`config.mk`:
```
export PLATFORM = sky130hd
export DESIGN_NAME = pack_sat_unit
export DESIGN_NICKNAME = d
export VERILOG_FILES = /design/src/rtl/pack_sat_pkg.sv /design/src/rtl/pack_narrow.sv /design/src/rtl/pack_lane.sv /design/src/rtl/pack_sat_unit.sv
export SDC_FILE = /design/constraint.sdc
export NUM_CORES = 1
export LEC_CHECK = 0
export ABC_AREA = 1
export BUFFER_PORTS_ARGS = -buffer_cell sky130_fd_sc_hd__buf_4
export CAP_MARGIN = 20
export CELL_PAD_IN_SITES_DETAIL_PLACEMENT = 1
export CELL_PAD_IN_SITES_GLOBAL_PLACEMENT = 2
export CORE_AREA = 4 4 397 399
export CTS_CLUSTER_SIZE = 16
export DETAILED_ROUTE_END_ITERATION = 10
export DIE_AREA = 0 0 401 403
export GPL_TIMING_DRIVEN = 1
export PLACE_DENSITY_LB_ADDON = 0.05
export SETUP_SLACK_MARGIN = 0.1
export SYNTH_ARGS = -nofsm -noshare
export SYNTH_HDL_FRONTEND = slang
export SYNTH_SLANG_ARGS = --single-unit
```
`constraint.sdc`:
```
create_clock -name clk -period 1.7 [get_ports clk]
set_clock_uncertainty 0.1 [all_clocks]
set_input_delay 0.255 -clock clk [delete_from_list [all_inputs] [get_ports clk]]
set_output_delay 0.255 -clock clk [all_outputs]
set_load 0.02 [all_outputs]
```
`src/rtl/pack_sat_pkg.sv`:
```
package pack_sat_pkg;

    localparam int LANE_W    = 128;
    localparam int NUM_LANES = 2;
    localparam int VEC_W     = LANE_W * NUM_LANES;
    localparam int HALF_W    = LANE_W / 2;
    localparam int QUART_W   = HALF_W / 2;

    typedef enum logic [1:0] {
        SZ_64  = 2'b00,
        SZ_128 = 2'b01,
        SZ_256 = 2'b10,
        SZ_RSV = 2'b11
    } vsize_e;

    typedef enum logic {
        EK_W2B = 1'b0,
        EK_D2W = 1'b1
    } ekind_e;

    typedef struct packed {
        vsize_e size;
        ekind_e kind;
        logic   zero_hi;
    } pmode_t;

    // clamp a signed 16-bit value into signed 8 bits
    function automatic logic [7:0] sat_w2b(input logic [15:0] v);
        if (!v[15] && (v[14:7] != 8'h00))
            return 8'h7F;
        else if (v[15] && (v[14:7] != 8'hFF))
            return 8'h80;
        else
            return v[7:0];
    endfunction

    // clamp a signed 32-bit value into signed 16 bits
    function automatic logic [15:0] sat_d2w(input logic [31:0] v);
        if (!v[31] && (v[30:15] != 16'h0000))
            return 16'h7FFF;
        else if (v[31] && (v[30:15] != 16'hFFFF))
            return 16'h8000;
        else
            return v[15:0];
    endfunction

endpackage

```
`src/rtl/pack_narrow.sv`:
```
module pack_narrow
    import pack_sat_pkg::*;
#(
    parameter int IN_W = 128
) (
    input  logic [IN_W-1:0]   din,
    input  ekind_e            kind,
    output logic [IN_W/2-1:0] dout
);
    localparam int NUM_W = IN_W / 16;
    localparam int NUM_D = IN_W / 32;

    logic [IN_W/2-1:0] by_bytes;
    logic [IN_W/2-1:0] by_halves;

    for (genvar w = 0; w < NUM_W; w++) begin : g_word
        assign by_bytes[8*w +: 8] = sat_w2b(din[16*w +: 16]);

        // narrowing with clamping never flips an element's sign
        always_comb begin
            if (kind == EK_W2B) begin
                p_sign_kept_r1: assert (dout[8*w+7] == din[16*w+15]);
            end
        end
    end

    for (genvar d = 0; d < NUM_D; d++) begin : g_dword
        assign by_halves[16*d +: 16] = sat_d2w(din[32*d +: 32]);

        always_comb begin
            if (kind == EK_D2W) begin
                p_sign_kept_r2: assert (dout[16*d+15] == din[32*d+31]);
            end
        end
    end

    assign dout = (kind == EK_D2W) ? by_halves : by_bytes;

endmodule

```
`src/rtl/pack_lane.sv`:
```
module pack_lane
    import pack_sat_pkg::*;
(
    input  logic [LANE_W-1:0] a_lane,
    input  logic [LANE_W-1:0] b_lane,
    input  ekind_e            kind,
    output logic [LANE_W-1:0] packed_lane
);
    logic [HALF_W-1:0] na;
    logic [HALF_W-1:0] nb;

    pack_narrow #(.IN_W(LANE_W)) u_nar_a (
        .din  (a_lane),
        .kind (kind),
        .dout (na)
    );

    pack_narrow #(.IN_W(LANE_W)) u_nar_b (
        .din  (b_lane),
        .kind (kind),
        .dout (nb)
    );

    assign packed_lane = {nb, na};

endmodule

```
`src/rtl/pack_sat_unit.sv`:
```
module pack_sat_unit
    import pack_sat_pkg::*;
(
    input  logic             clk,
    input  logic             rst,
    input  logic             in_valid,
    input  logic [1:0]       in_size,
    input  logic             in_kind,
    input  logic             in_zero_hi,
    input  logic [VEC_W-1:0] src_a,
    input  logic [VEC_W-1:0] src_b,
    input  logic [VEC_W-1:0] old_dst,
    output logic             out_valid,
    output logic [VEC_W-1:0] out_data
);
    pmode_t            mode;
    logic [LANE_W-1:0] lane_res [NUM_LANES];
    logic [VEC_W-1:0]  result;

    assign mode.size    = vsize_e'(in_size);
    assign mode.kind    = ekind_e'(in_kind);
    assign mode.zero_hi = in_zero_hi;

    for (genvar l = 0; l < NUM_LANES; l++) begin : g_lane
        pack_lane u_lane (
            .a_lane      (src_a[l*LANE_W +: LANE_W]),
            .b_lane      (src_b[l*LANE_W +: LANE_W]),
            .kind        (mode.kind),
            .packed_lane (lane_res[l])
        );
    end

    always_comb begin
        result = old_dst;
        case (mode.size)
            SZ_64: begin
                // the low quarter of each lane half comes from the low 64 source bits
                result[HALF_W-1:0] = {lane_res[0][HALF_W +: QUART_W],
                                      lane_res[0][0 +: QUART_W]};
            end
            SZ_128: begin
                if (mode.zero_hi)
                    result = '0;
                result[LANE_W-1:0] = lane_res[0];
            end
            default: begin
                for (int l = 0; l < NUM_LANES; l++)
                    result[l*LANE_W +: LANE_W] = lane_res[l];
            end
        endcase
    end

    always_ff @(posedge clk) begin
        if (rst) begin
            out_valid <= 1'b0;
            out_data  <= '0;
        end else begin
            out_valid <= in_valid;
            if (in_valid)
                out_data <= result;
        end
    end

    p_valid_lag_r9: assert property (@(posedge clk) disable iff (rst)
        !$past(rst) |-> (out_valid == $past(in_valid)));

    p_hold_r9: assert property (@(posedge clk) disable iff (rst)
        (!$past(rst) && !$past(in_valid)) |-> $stable(out_data));

    p_pass_hi_r5: assert property (@(posedge clk) disable iff (rst)
        (in_valid && in_size == 2'b00)
        |=> (out_data[VEC_W-1:HALF_W] == $past(old_dst[VEC_W-1:HALF_W])));

    p_keep_hi_r6: assert property (@(posedge clk) disable iff (rst)
        (in_valid && in_size == 2'b01 && !in_zero_hi)
        |=> (out_data[VEC_W-1:LANE_W] == $past(old_dst[VEC_W-1:LANE_W])));

    p_zero_hi_r7: assert property (@(posedge clk) disable iff (rst)
        (in_valid && in_size == 2'b01 && in_zero_hi)
        |=> (out_data[VEC_W-1:LANE_W] == '0));

endmodule

```
==> impl_metrics.toml, run 1 <==
[floorplan]
core_region_area_um2 = 154000
die_w_um = 401
fp.dieH_um = 403
design.die.area_um2 = 162000
core.rowCount = 144
boundaryPins = 1032
initial_core_util_pct = 12.3

[timing]
slew-limit-headroom_pct = 68.3
timing_worst_slew_pin_value_ps = 475
final_max_slew_viol_count = 0
rsz0062_at_grt = "yes"
post-route-worst-setup-slack_ps = 106
fmax_ghz = 0.627
final.hold.worst_slack_ps = -20.6
finalWorstPathRequiredPeriod_ps = 1590
layout_worst_path_cycle_share_pct = 93.8
finalHoldViolCount = 3
final-setup-viol-count = 0

[critical_path]
worst_ep_required_time_ps = 2080
timing.critical_path.slowest_cell_delay_ps = 580
r2r_slack_ps = 350
critical_path.reg2reg.startpoint = "out_data[174]$_SDFFE_PP0P_"
rr_endpoint = "out_data[174]$_SDFFE_PP0P_"
crit_path_cell_trace = "dlygate4sd3_1, buf_4, nor3b_1, a21oi_1, o21ai_1, dlygate4sd3_1, nand2_1, a21oi_1"
timing.critical_path.from_type = "input pin"
crit_path_end_kind = "flip-flop"
crit_fanout = 2
worstSetupStartpoint = "old_dst[175]"
cpLargestDelayFamily = "buffers and inverters"
timing.critical_path.slowest_stage_cell = "sky130_fd_sc_hd__dlygate4sd3_1"
critical_path_buf_inv_count = 3
worst_ep_arrival_ps = 1980
worstRegToRegCells = 3
worst-setup-path-type = "input pin to flip-flop"

[global_routing]
first_global_vias = 30900
grt_max_degree = 57
grt_first_pass_wirelength_um = 222000
grt_usage_pct = 18.6
initial_antenna_violation_count = 40
grt_overflow = 0

[placement]
port_buffers = 967
place_worst_setup_slack_ps = -269
placed_cell_area_um2 = 30800
placed_cells = 6411
hpwl_um = 128000
gpl.final_weighted_congestion = 0.803

[clock_tree]
cts_max_level = 2
cts.reportedPaths.clkPinSlew_ps = 50
tritoncts = "done"
cts.root.buffer_cell = "sky130_fd_sc_hd__clkbuf_16"
cts.sink_count = 257
cts.path.max_buffers = 3
num_cts_buffers = 44
clock_latency_ps = 590

[synthesis]
synth.yosys.seq_area_share_pct = 27.2
synth_area_leader_cell = "sky130_fd_sc_hd__dfxtp_1"
ys_seq_elements = 257
synth_top_flop_cell = "sky130_fd_sc_hd__dfxtp_1"
synth_enable_flop_cells = 0
synthCells = 3320
netlist_area_um2 = 18900
netlist_top_cells_area = "sky130_fd_sc_hd__dfxtp_1 (27%), sky130_fd_sc_hd__nand2_1 (20%), sky130_fd_sc_hd__a21oi_1 (9.4%), sky130_fd_sc_hd__nor2_1 (9.4%), sky130_fd_sc_hd__nand3_1 (8.9%)"
synthTopCellsByCount = "sky130_fd_sc_hd__nand2_1 (1000), sky130_fd_sc_hd__nor2_1 (474), sky130_fd_sc_hd__a21oi_1 (357)"
synth.net_count = 4095
synth_async_sr_flop_share_pct = 0
syn_avg_cell_area_um2 = 5.70
synth_most_common_cell = "sky130_fd_sc_hd__nand2_1"
synthDominantCellAreaShare_pct = 27.2
count_of_yosys_warnings_during_synthesis = 0
synth_cell_type_count = 34

[status]
failed_checks = "negative hold slack"
run_status = "finished with violations"

[job]
maxCapViolations = 0

[routing]
avgRoutedWirePerCell_um = 22.8
drt_iter0_markers = 1004
avgViaCountPerCell = 4.11
vias = 28300
post-route-drc-count = 0
wl_um = 157000
drt-pass1-iter-count = 5
residual_antenna_violating_net_count_after_detailed_routing = 0

[hold_path]
holdPathEnd = "out_data[236]$_SDFFE_PP0P_"
timing.hold.worst.class = "input pin to flip-flop"
timing.hold.worst.start = "src_b[204]"
hold-path-cell-count = 5

[layout]
final_layout_size_suffix_gt1_share_pct = 30.3
flow.area_growth_from_synthesis_pct = 91.2
finalNetCount = 5549
final_design_area_no_fill_um2 = 36200
count_of_non_filler_cells_in_the_finished_layout = 6872

[pwr]
power.ir.vdd_worst_v = 0.000592
power_mw = 24.3
leakage_nw = 16.5
powerDensity_nw_per_um2 = 671
## registers in the layout (all words and copies together) (netlist names)
| name | count |
|---|---|
| out_data | 256 |
| out_valid | 1 |
## area by class of cell
cell class / instances / area, µm²
inverters: 161 / 637
multi-input cells: 2697 / 12400
repair buffers: 1613 / 13900
well taps: 2044 / 2560
diodes: 25 / 62.6
clock inverters: 9 / 97.6
clock buffers: 66 / 1330
fillers: 19100 / 118000
flip-flops and latches: 257 / 5180
## metrics by stage
stage	TNS [ps]	utilization, %
floorplan	0	-
global placement	-14700	20.0
detailed placement	-14070	20.0
CTS	0	23.3
global route	0	23.5
finish	0	23.5
## how the worst max path moves through the flow
| stage | to | depth (start not counted) | slack (ps) |
|---|---|---|---|
| 2_1_floorplan | out_data[35]$_SDFFE_PP0P_ | 9 | 240 |
| 3_3_place_gp | out_data[83]$_SDFFE_PP0P_ | 13 | -280 |
| 3_5_place_dp | out_data[81]$_SDFFE_PP0P_ | 9 | -270 |
| 4_1_cts | out_data[255] | 1 | 80 |
| 5_1_grt | out_data[244]$_SDFFE_PP0P_ | 14 | 40 |
| 6_report | out_data[175]$_SDFFE_PP0P_ | 8 | 110 |
## layout by cell type (no fill, tap or decap), types with 7 or more instances in the layout
master and n:
sky130_fd_sc_hd__nor2_1 462, sky130_fd_sc_hd__o21ai_1 89, sky130_fd_sc_hd__clkbuf_8 12, sky130_fd_sc_hd__a21oi_2 27, sky130_fd_sc_hd__clkbuf_1 9, sky130_fd_sc_hd__buf_12 70, sky130_fd_sc_hd__dlymetal6s4s_1 7, sky130_fd_sc_hd__a31oi_1 106
sky130_fd_sc_hd__nand3_1 331, sky130_fd_sc_hd__inv_1 148, sky130_fd_sc_hd__dfxtp_1 244, sky130_fd_sc_hd__o21ai_0 139, sky130_fd_sc_hd__nor2_2 12, sky130_fd_sc_hd__nand2_1 979, sky130_fd_sc_hd__o21ai_2 19, sky130_fd_sc_hd__clkbuf_16 45
sky130_fd_sc_hd__a21oi_1 353, sky130_fd_sc_hd__buf_6 14, sky130_fd_sc_hd__nor3b_1 7, sky130_fd_sc_hd__nand2_2 28, sky130_fd_sc_hd__nand4_1 93, sky130_fd_sc_hd__dlygate4sd3_1 345, sky130_fd_sc_hd__o211ai_1 18, sky130_fd_sc_hd__dfxtp_2 7
sky130_fd_sc_hd__buf_4 1177, sky130_fd_sc_hd__diode_2 25
## layer usage
| layer | wire [µm] | GRT usage, % |
|---|---|---|
| met1 | 65600 | 22.1 |
| met2 | 78100 | 33.3 |
| met3 | 10300 | 5.32 |
| met4 | 2560 | 3.37 |
| met5 | 154 | 0 |
## cells by family (layout without fill, tap and decap cells)
family                 Yosys count  after routing  share of synthesized area (%)
AO/OA/AOI/OAI                  759            759                           21.8
buffers and inverters          366           1849                           8.55
flip-flops                     257            257                           27.2
other                            0             25                              0
AND/OR/NAND/NOR               1938           1938                           42.4
## tightest hold or removal path, stage by stage
cell and delay [ps]:
sky130_fd_sc_hd__buf_4 120, sky130_fd_sc_hd__inv_1 70, sky130_fd_sc_hd__o21ai_1 70, sky130_fd_sc_hd__nand2_1 60, sky130_fd_sc_hd__a21oi_1 50
## power by group
group / internal (mW) / leakage [nW] / switching, mW
registers: 6.48 / 2.14 / 0.297
logic: 3.75 / 13.6 / 4.39
clock network: 5.62 / 0.703 / 3.75
total: 15.8 / 16.5 / 8.43
## what timing repair did
item,CTS,global route
cloned,0,0
resized for setup,19,88
setup endpoints to repair,14,111
buffers inserted,0,9
hold endpoints to repair,223,6
pin swaps,0,25
hold buffers,359,7
Note: power is estimated with default switching activity, not from simulation.
==> run 2, diff against run 1 <==
ABC_CLOCK_PERIOD_IN_PS = 1700   (was not set)
CORE_AREA = 4 4 400 402   (was 4 4 397 399)
CTS_BUF_LIST = sky130_fd_sc_hd__clkbuf_4 sky130_fd_sc_hd__clkbuf_8   (was not set)
DIE_AREA = 0 0 404 406   (was 0 0 401 403)
==> run 2 against run 1 <==
Effect of this change:
- the run still ends with negative hold slack left
- clock power increased by 1%
- cell count increased by 3.8%
- first-iteration DRC count increased by 14%
- hold slack improved by 4.9 ps
- via count increased by 4.2%
- critical endpoint is now out_data[14]$_SDFFE_PP0P_
- largest power group unchanged
- highest routed layer unchanged
==> impl_metrics.toml, run 2 (same netlist as run 1, synthesis figures left out) <==
[floorplan]
core.rowCount = 145
core_region_area_um2 = 156000
boundaryPins = 1032
die_w_um = 404
fp.dieH_um = 406
design.die.area_um2 = 164000
initial_core_util_pct = 12.1

[timing]
final.hold.worst_slack_ps = -15.7
final_max_slew_viol_count = 0
finalHoldViolCount = 1
timing_worst_slew_pin_value_ps = 1050
rsz0062_at_grt = "yes"
fmax_ghz = 0.604
post-route-worst-setup-slack_ps = 45.1
layout_worst_path_cycle_share_pct = 97.3
final-setup-viol-count = 0
slew-limit-headroom_pct = 30.0
finalWorstPathRequiredPeriod_ps = 1650

[placement]
hpwl_um = 125000
gpl.final_weighted_congestion = 0.774
place_worst_setup_slack_ps = -281
port_buffers = 967

[global_routing]
initial_antenna_violation_count = 67
first_global_vias = 32100
grt_usage_pct = 18.8
grt_first_pass_wirelength_um = 226000
grt_max_degree = 103
grt_overflow = 0

[pwr]
leakage_nw = 17.6
power.ir.vdd_worst_v = 0.000403
powerDensity_nw_per_um2 = 642

[critical_path]
critical_path_buf_inv_count = 5
crit_path_end_kind = "flip-flop"
worstRegToRegCells = 4
cpLargestDelayFamily = "buffers and inverters"
critical_path.reg2reg.startpoint = "out_data[55]$_SDFFE_PP0P_"
timing.critical_path.mode_cell = "sky130_fd_sc_hd__buf_4"
r2r_slack_ps = 330
timing.critical_path.slowest_cell_delay_ps = 560
worst-setup-path-type = "input pin to flip-flop"
worstSetupStartpoint = "src_a[30]"
timing.critical_path.depth = 13
crit_path_cell_trace = "buf_4, nor2_2, nand2_1, o21ai_1, buf_4, buf_4, nand2_1, buf_4, a21oi_1, nor2_1, nand2_1, dlygate4sd3_1, a21oi_2"
timing.critical_path.slowest_stage_cell = "sky130_fd_sc_hd__dlygate4sd3_1"
worst_ep_required_time_ps = 2180
rr_endpoint = "out_data[55]$_SDFFE_PP0P_"
crit_fanout = 7
timing.critical_path.from_type = "input pin"
worst_ep_arrival_ps = 2130

[layout]
flow.area_growth_from_synthesis_pct = 109
biggestRegsByFlops = "out_data: 256 flops, out_valid: 1 flops"
top_register = "out_data"
leading_cell_type_in_the_layout_fill_and_taps_excluded = "sky130_fd_sc_hd__nand2_1"
largest_register_ffs = 256
final_layout_size_suffix_gt1_share_pct = 34.6
finalNetCount = 5763
post-route-util_pct = 25.3
mostFrequentLayoutCells = "sky130_fd_sc_hd__nand2_1 (981), sky130_fd_sc_hd__buf_4 (924), sky130_fd_sc_hd__dlygate4sd3_1 (543)"

[routing]
top_signal_layer_used = "met5"
post-route-drc-count = 0
avgViaCountPerCell = 4.13
drt-pass1-iter-count = 5
route.met2.wl_um = 77700
residual_antenna_violating_net_count_after_detailed_routing = 0
drt_iter0_markers = 1142
routedLengthMet1_um = 67200
wl_um = 161000
avgRoutedWirePerCell_um = 22.6
met3RoutedLength_um = 11600
vias = 29500

[clock_tree]
cts.reportedPaths.clkPinSlew_ps = 60
cts_max_level = 3
cts.path.max_buffers = 3
num_cts_buffers = 70
cts.sink_count = 257
tritoncts = "done"
cts.root.buffer_cell = "sky130_fd_sc_hd__clkbuf_8"
clock_latency_ps = 710

[hold_path]
holdPathEnd = "out_data[249]$_SDFFE_PP0P_"
timing.hold.worst.class = "input pin to flip-flop"
timing.hold.worst.start = "src_b[233]"
hold-path-cell-count = 5

[status]
failed_checks = "negative hold slack"
run_status = "finished with violations"

[job]
maxCapViolations = 0
## run 2: area by class of cell
cell class / instances / area [µm²]
Antenna cell: 36 / 90.1
Clock buffer: 111 / 1380
Clock inverter: 14 / 131
Fill cell: 19300 / 117000
Inverter: 161 / 639
Multi-Input combinational cell: 2697 / 12300
Sequential cell: 257 / 5500
Tap cell: 2058 / 2570
Timing Repair Buffer: 1801 / 16800
## run 2: routing by layer
layer,up-vias,GRT usage (%)
met4,38,5.88
met3,203,6.36
met5,-,0
met1,14000,22.1
li1,14500,-
met2,729,32.2
## run 2: tightest hold or removal path, stage by stage
cell,delay [ps]
sky130_fd_sc_hd__buf_4,90
sky130_fd_sc_hd__inv_1,40
sky130_fd_sc_hd__nor2_1,100
sky130_fd_sc_hd__o211ai_1,110
sky130_fd_sc_hd__a21oi_1,160
## run 2: metrics by stage
| step | power (mW) | hold slack (ps) | cell area, µm² | setup TNS (ps) | instances |
|---|---|---|---|---|---|
| floorplan | 9.80 | 338 | 18900 | 0 | 3320 |
| global placement | 14.2 | 354 | 30200 | -15220 | 6368 |
| detailed placement | 14.2 | 357 | 30200 | -15760 | 6368 |
| CTS | 25.9 | 0.667 | 38800 | -43.7 | 7067 |
| global route | 27.0 | -1.27 | 39400 | 0 | 7121 |
| finish | 25.3 | -15.7 | 39400 | 0 | 7135 |
## run 2: timing repair
item | 4_1_cts | 5_1_grt
gates resized for setup | 529 | 77
setup buffers | 15 | 34
setup endpoints to repair | 257 | 438
cloned | 0 | 5
hold endpoints to repair | 257 | 7
hold buffers | 559 | 6
pin swaps | 0 | 18
## run 2: worst max path at each step
stage	to	slack (ps)
finish	out_data[14]$_SDFFE_PP0P_	50
global route	out_data[59]	9
detailed placement	out_data[248]$_SDFFE_PP0P_	-280
CTS	out_data[37]	-10
global placement	out_data[248]$_SDFFE_PP0P_	-280
floorplan	out_data[35]$_SDFFE_PP0P_	240
## run 2: power breakdown
group | internal [mW] | switching [mW] | leakage (nW)
registers | 6.57 | 0.343 | 2.22
clock network | 5.44 | 4.06 | 0.803
logic | 4.42 | 4.49 | 14.6
total | 16.4 | 8.90 | 17.6
==> run 3, diff against run 2 <==
CELL_PAD_IN_SITES_GLOBAL_PLACEMENT = 1   (was 2)
CORE_AREA = 4 4 401 403   (was 4 4 400 402)
DIE_AREA = 0 0 405 407   (was 0 0 404 406)
SYNTH_HIERARCHICAL = 1   (was not set)
==> run 3 against run 2 <==
Effect of this change:
- the run now ends clean
- critical path depth shrank 12
- cell count grew 12%
- die area rose by 0.49%
- non-clock buffer count down 26
- setup slack improved by 51 ps
- highest routed layer unchanged
- largest cell class unchanged
- first-iteration DRC count rose by 15%
- maximum frequency increased by 3.2%
- critical endpoint is now out_data[249]
- wire length rose by 4.1%
- synthesized area up 19%
- hold slack better by 75 ps
- sequential share of layout area decreased by 0.91 points
==> impl_metrics.toml, run 3 <==
[layout]
biggestRegsByFlops = "out_data: 256 flops, out_valid: 1 flops"
finalNetCount = 6606
top_register = "out_data"
flow.area_growth_from_synthesis_pct = 87.4
multiInputGateArea_um2 = 15300
final_layout_size_suffix_gt1_share_pct = 30.6
ff_latch_area_um2 = 5490
leading_cell_type_in_the_layout_fill_and_taps_excluded = "sky130_fd_sc_hd__nand2_1"
mostFrequentLayoutCells = "sky130_fd_sc_hd__nand2_1 (2024), sky130_fd_sc_hd__buf_4 (918), sky130_fd_sc_hd__nor2_1 (534)"
final.fill_count = 20000
count_of_non_filler_cells_in_the_finished_layout = 7987
largest_register_ffs = 256

[critical_path]
worstRegToRegCells = 4
crit_fanout = 2
crit_path_end_kind = "output port"
timing.critical_path.slowest_cell_delay_ps = 390
worst_ep_required_time_ps = 1340
timing.critical_path.slowest_stage_cell = "sky130_fd_sc_hd__dfxtp_4"
critical_path_buf_inv_count = 1
worst-setup-path-type = "flip-flop to output port"
crit_path_cell_trace = "buf_8"
timing.critical_path.from_type = "flip-flop"
cpLargestDelayFamily = "flip-flops"
rr_endpoint = "out_data[194]$_SDFFE_PP0P_"
critical_path.reg2reg.startpoint = "out_data[194]$_SDFFE_PP0P_"
worst_ep_arrival_ps = 1250
r2r_slack_ps = 270

[timing]
rsz0062_at_grt = "yes"
finalHoldViolCount = 0
final_max_slew_viol_count = 0
layout_worst_path_cycle_share_pct = 94.4
timing_worst_slew_pin_value_ps = 615
final-setup-viol-count = 0
fmax_ghz = 0.623
fin_tns_setup_ps = 0
slew-limit-headroom_pct = 59.0
finalWorstPathRequiredPeriod_ps = 1600
final.hold.worst_slack_ps = 59.2
post-route-worst-setup-slack_ps = 96.0

[global_routing]
grt_overflow = 0
grt_busiest_layer = "met2"
grt_max_degree = 60
groute.layer.met2.usage_pct = 32.6
grt_usage_pct = 19.3
initial_antenna_violation_count = 71
first_global_vias = 34900
grt_first_pass_wirelength_um = 237000
grtUsageMet3_pct = 5.94
global_route.usage.met1_pct = 24.0

[synthesis]
netlist_area_um2 = 22500
synth_async_sr_flop_share_pct = 0
synthCells = 4259
synth.net_count = 5034
ys_seq_elements = 257
synth.yosys.seq_area_share_pct = 22.9
synth_area_leader_cell = "sky130_fd_sc_hd__nand2_1"
count_of_yosys_warnings_during_synthesis = 6
synthDominantCellAreaShare_pct = 34.4
netlist_top_cells_area = "sky130_fd_sc_hd__nand2_1 (34%), sky130_fd_sc_hd__dfxtp_1 (23%), sky130_fd_sc_hd__nand3_1 (10%), sky130_fd_sc_hd__nor2_1 (9.4%), sky130_fd_sc_hd__a21oi_1 (5.7%)"
synth_cell_type_count = 22
synthTopCellsByCount = "sky130_fd_sc_hd__nand2_1 (2062), sky130_fd_sc_hd__nor2_1 (561), sky130_fd_sc_hd__nand3_1 (464)"
synth_top_flop_cell = "sky130_fd_sc_hd__dfxtp_1"
syn_avg_cell_area_um2 = 5.28
synth_most_common_cell = "sky130_fd_sc_hd__nand2_1"
synth_enable_flop_cells = 0

[hold_path]
hold-path-cell-count = 9
timing.hold.worst.class = "input pin to flip-flop"
timing.hold.worst.start = "src_b[42]"
holdPathEnd = "out_data[90]$_SDFFE_PP0P_"

[floorplan]
core_region_area_um2 = 157000
core.rowCount = 146
boundaryPins = 1032
die_w_um = 405
fp.dieH_um = 407
design.die.area_um2 = 165000
initial_core_util_pct = 14.3

[clock_tree]
num_cts_buffers = 68
cts.path.max_buffers = 3
cts.reportedPaths.clkPinSlew_ps = 50
cts.sink_count = 257
tritoncts = "done"
cts.root.buffer_cell = "sky130_fd_sc_hd__clkbuf_8"
clock_latency_ps = 690
cts_max_level = 3

[pwr]
power.share.clock_pct = 36.4
powerDensity_nw_per_um2 = 624
p_int_mw = 17.0
leakage_nw = 21.1
p_comb_share_pct = 37.2
power.ir.vdd_worst_v = 0.000503
switching_share_pct = 35.6
net_switching_mw = 9.37
power_frac_seq_pct = 26.4

[status]
run_status = "finished, final reports clean"

[placement]
place_worst_setup_slack_ps = -400
placed_cells = 7281
hpwl_um = 130000
port_buffers = 967
gpl.final_weighted_congestion = 0.802

[routing]
drt-pass1-iter-count = 5
wl_um = 168000
residual_antenna_violating_net_count_after_detailed_routing = 0
avgViaCountPerCell = 4.15
vias = 33100
drt_iter0_markers = 1318
avgRoutedWirePerCell_um = 21.0
post-route-drc-count = 0

[job]
maxCapViolations = 0
==> run 3: worst max-delay path by stage <==
| stage | endpoint | cells past startpoint | start |
|---|---|---|---|
| 2_1_floorplan | out_data[58]$_SDFFE_PP0P_ | 13 | src_b[62] |
| 3_3_place_gp | out_data[252]$_SDFFE_PP0P_ | 13 | src_b[249] |
| 3_5_place_dp | out_data[252]$_SDFFE_PP0P_ | 13 | src_b[250] |
| 4_1_cts | out_data[249] | 1 | out_data[249]$_SDFFE_PP0P_ |
| 5_1_grt | out_data[249] | 1 | out_data[249]$_SDFFE_PP0P_ |
| 6_report | out_data[249] | 1 | out_data[249]$_SDFFE_PP0P_ |
==> run 3: kinds of logic after synthesis <==
group	Yosys count	share of synthesized area (%)
AOI/OAI and AO/OA	432	9.61
buffers and inverters	414	11.1
DFF	257	22.9
and+or+nand+nor	3156	56.4
==> run 3: power by group through the flow <==
stage | clock network, mW | registers, mW | logic (mW)
6_report | 9.58 | 6.96 | 9.79
5_1_grt | 10.3 | 7.01 | 10.8
4_1_cts | 10.1 | 6.96 | 9.76
3_5_place_dp | 0 | 6.91 | 8.21
3_3_place_gp | 0 | 6.90 | 8.22
2_1_floorplan | 0 | 7.40 | 3.30
==> run 3: timing repair <==
action                                  4_1_cts  5_1_grt
hold buffers                                520        1
hold endpoints to repair                    257        1
cloned                                        0        9
setup buffers                                 4       23
gates resized for setup                     525      142
pin swaps                                     0       35
endpoints found under the setup margin      257      370
==> run 3: per-layer routing <==
layer | vias up | share of wire, %
met5 | - | 0.16
met1 | 15500 | 44
li1 | 16600 | -
met3 | 205 | 6.9
met2 | 806 | 47
met4 | 44 | 2.4
==> run 3: metrics by stage <==
step	utilization (%)	cell area, µm²	power, mW
after global placement	21.1	33200	15.1
after floorplan	-	22500	10.7
after CTS	26.2	41300	26.9
after global routing	26.7	42100	28.1
after detailed placement	21.1	33200	15.1
final	26.8	42200	26.3
==> run 3: cell type report <==
type	instances	share of cell area, %
Clock buffer	107	3.24
Antenna cell	32	0.190
Sequential cell	257	13.0
Tap cell	2072	6.15
Inverter	136	1.25
Clock inverter	15	0.448
Timing Repair Buffer	1775	39.5
Multi-Input combinational cell	3593	36.2
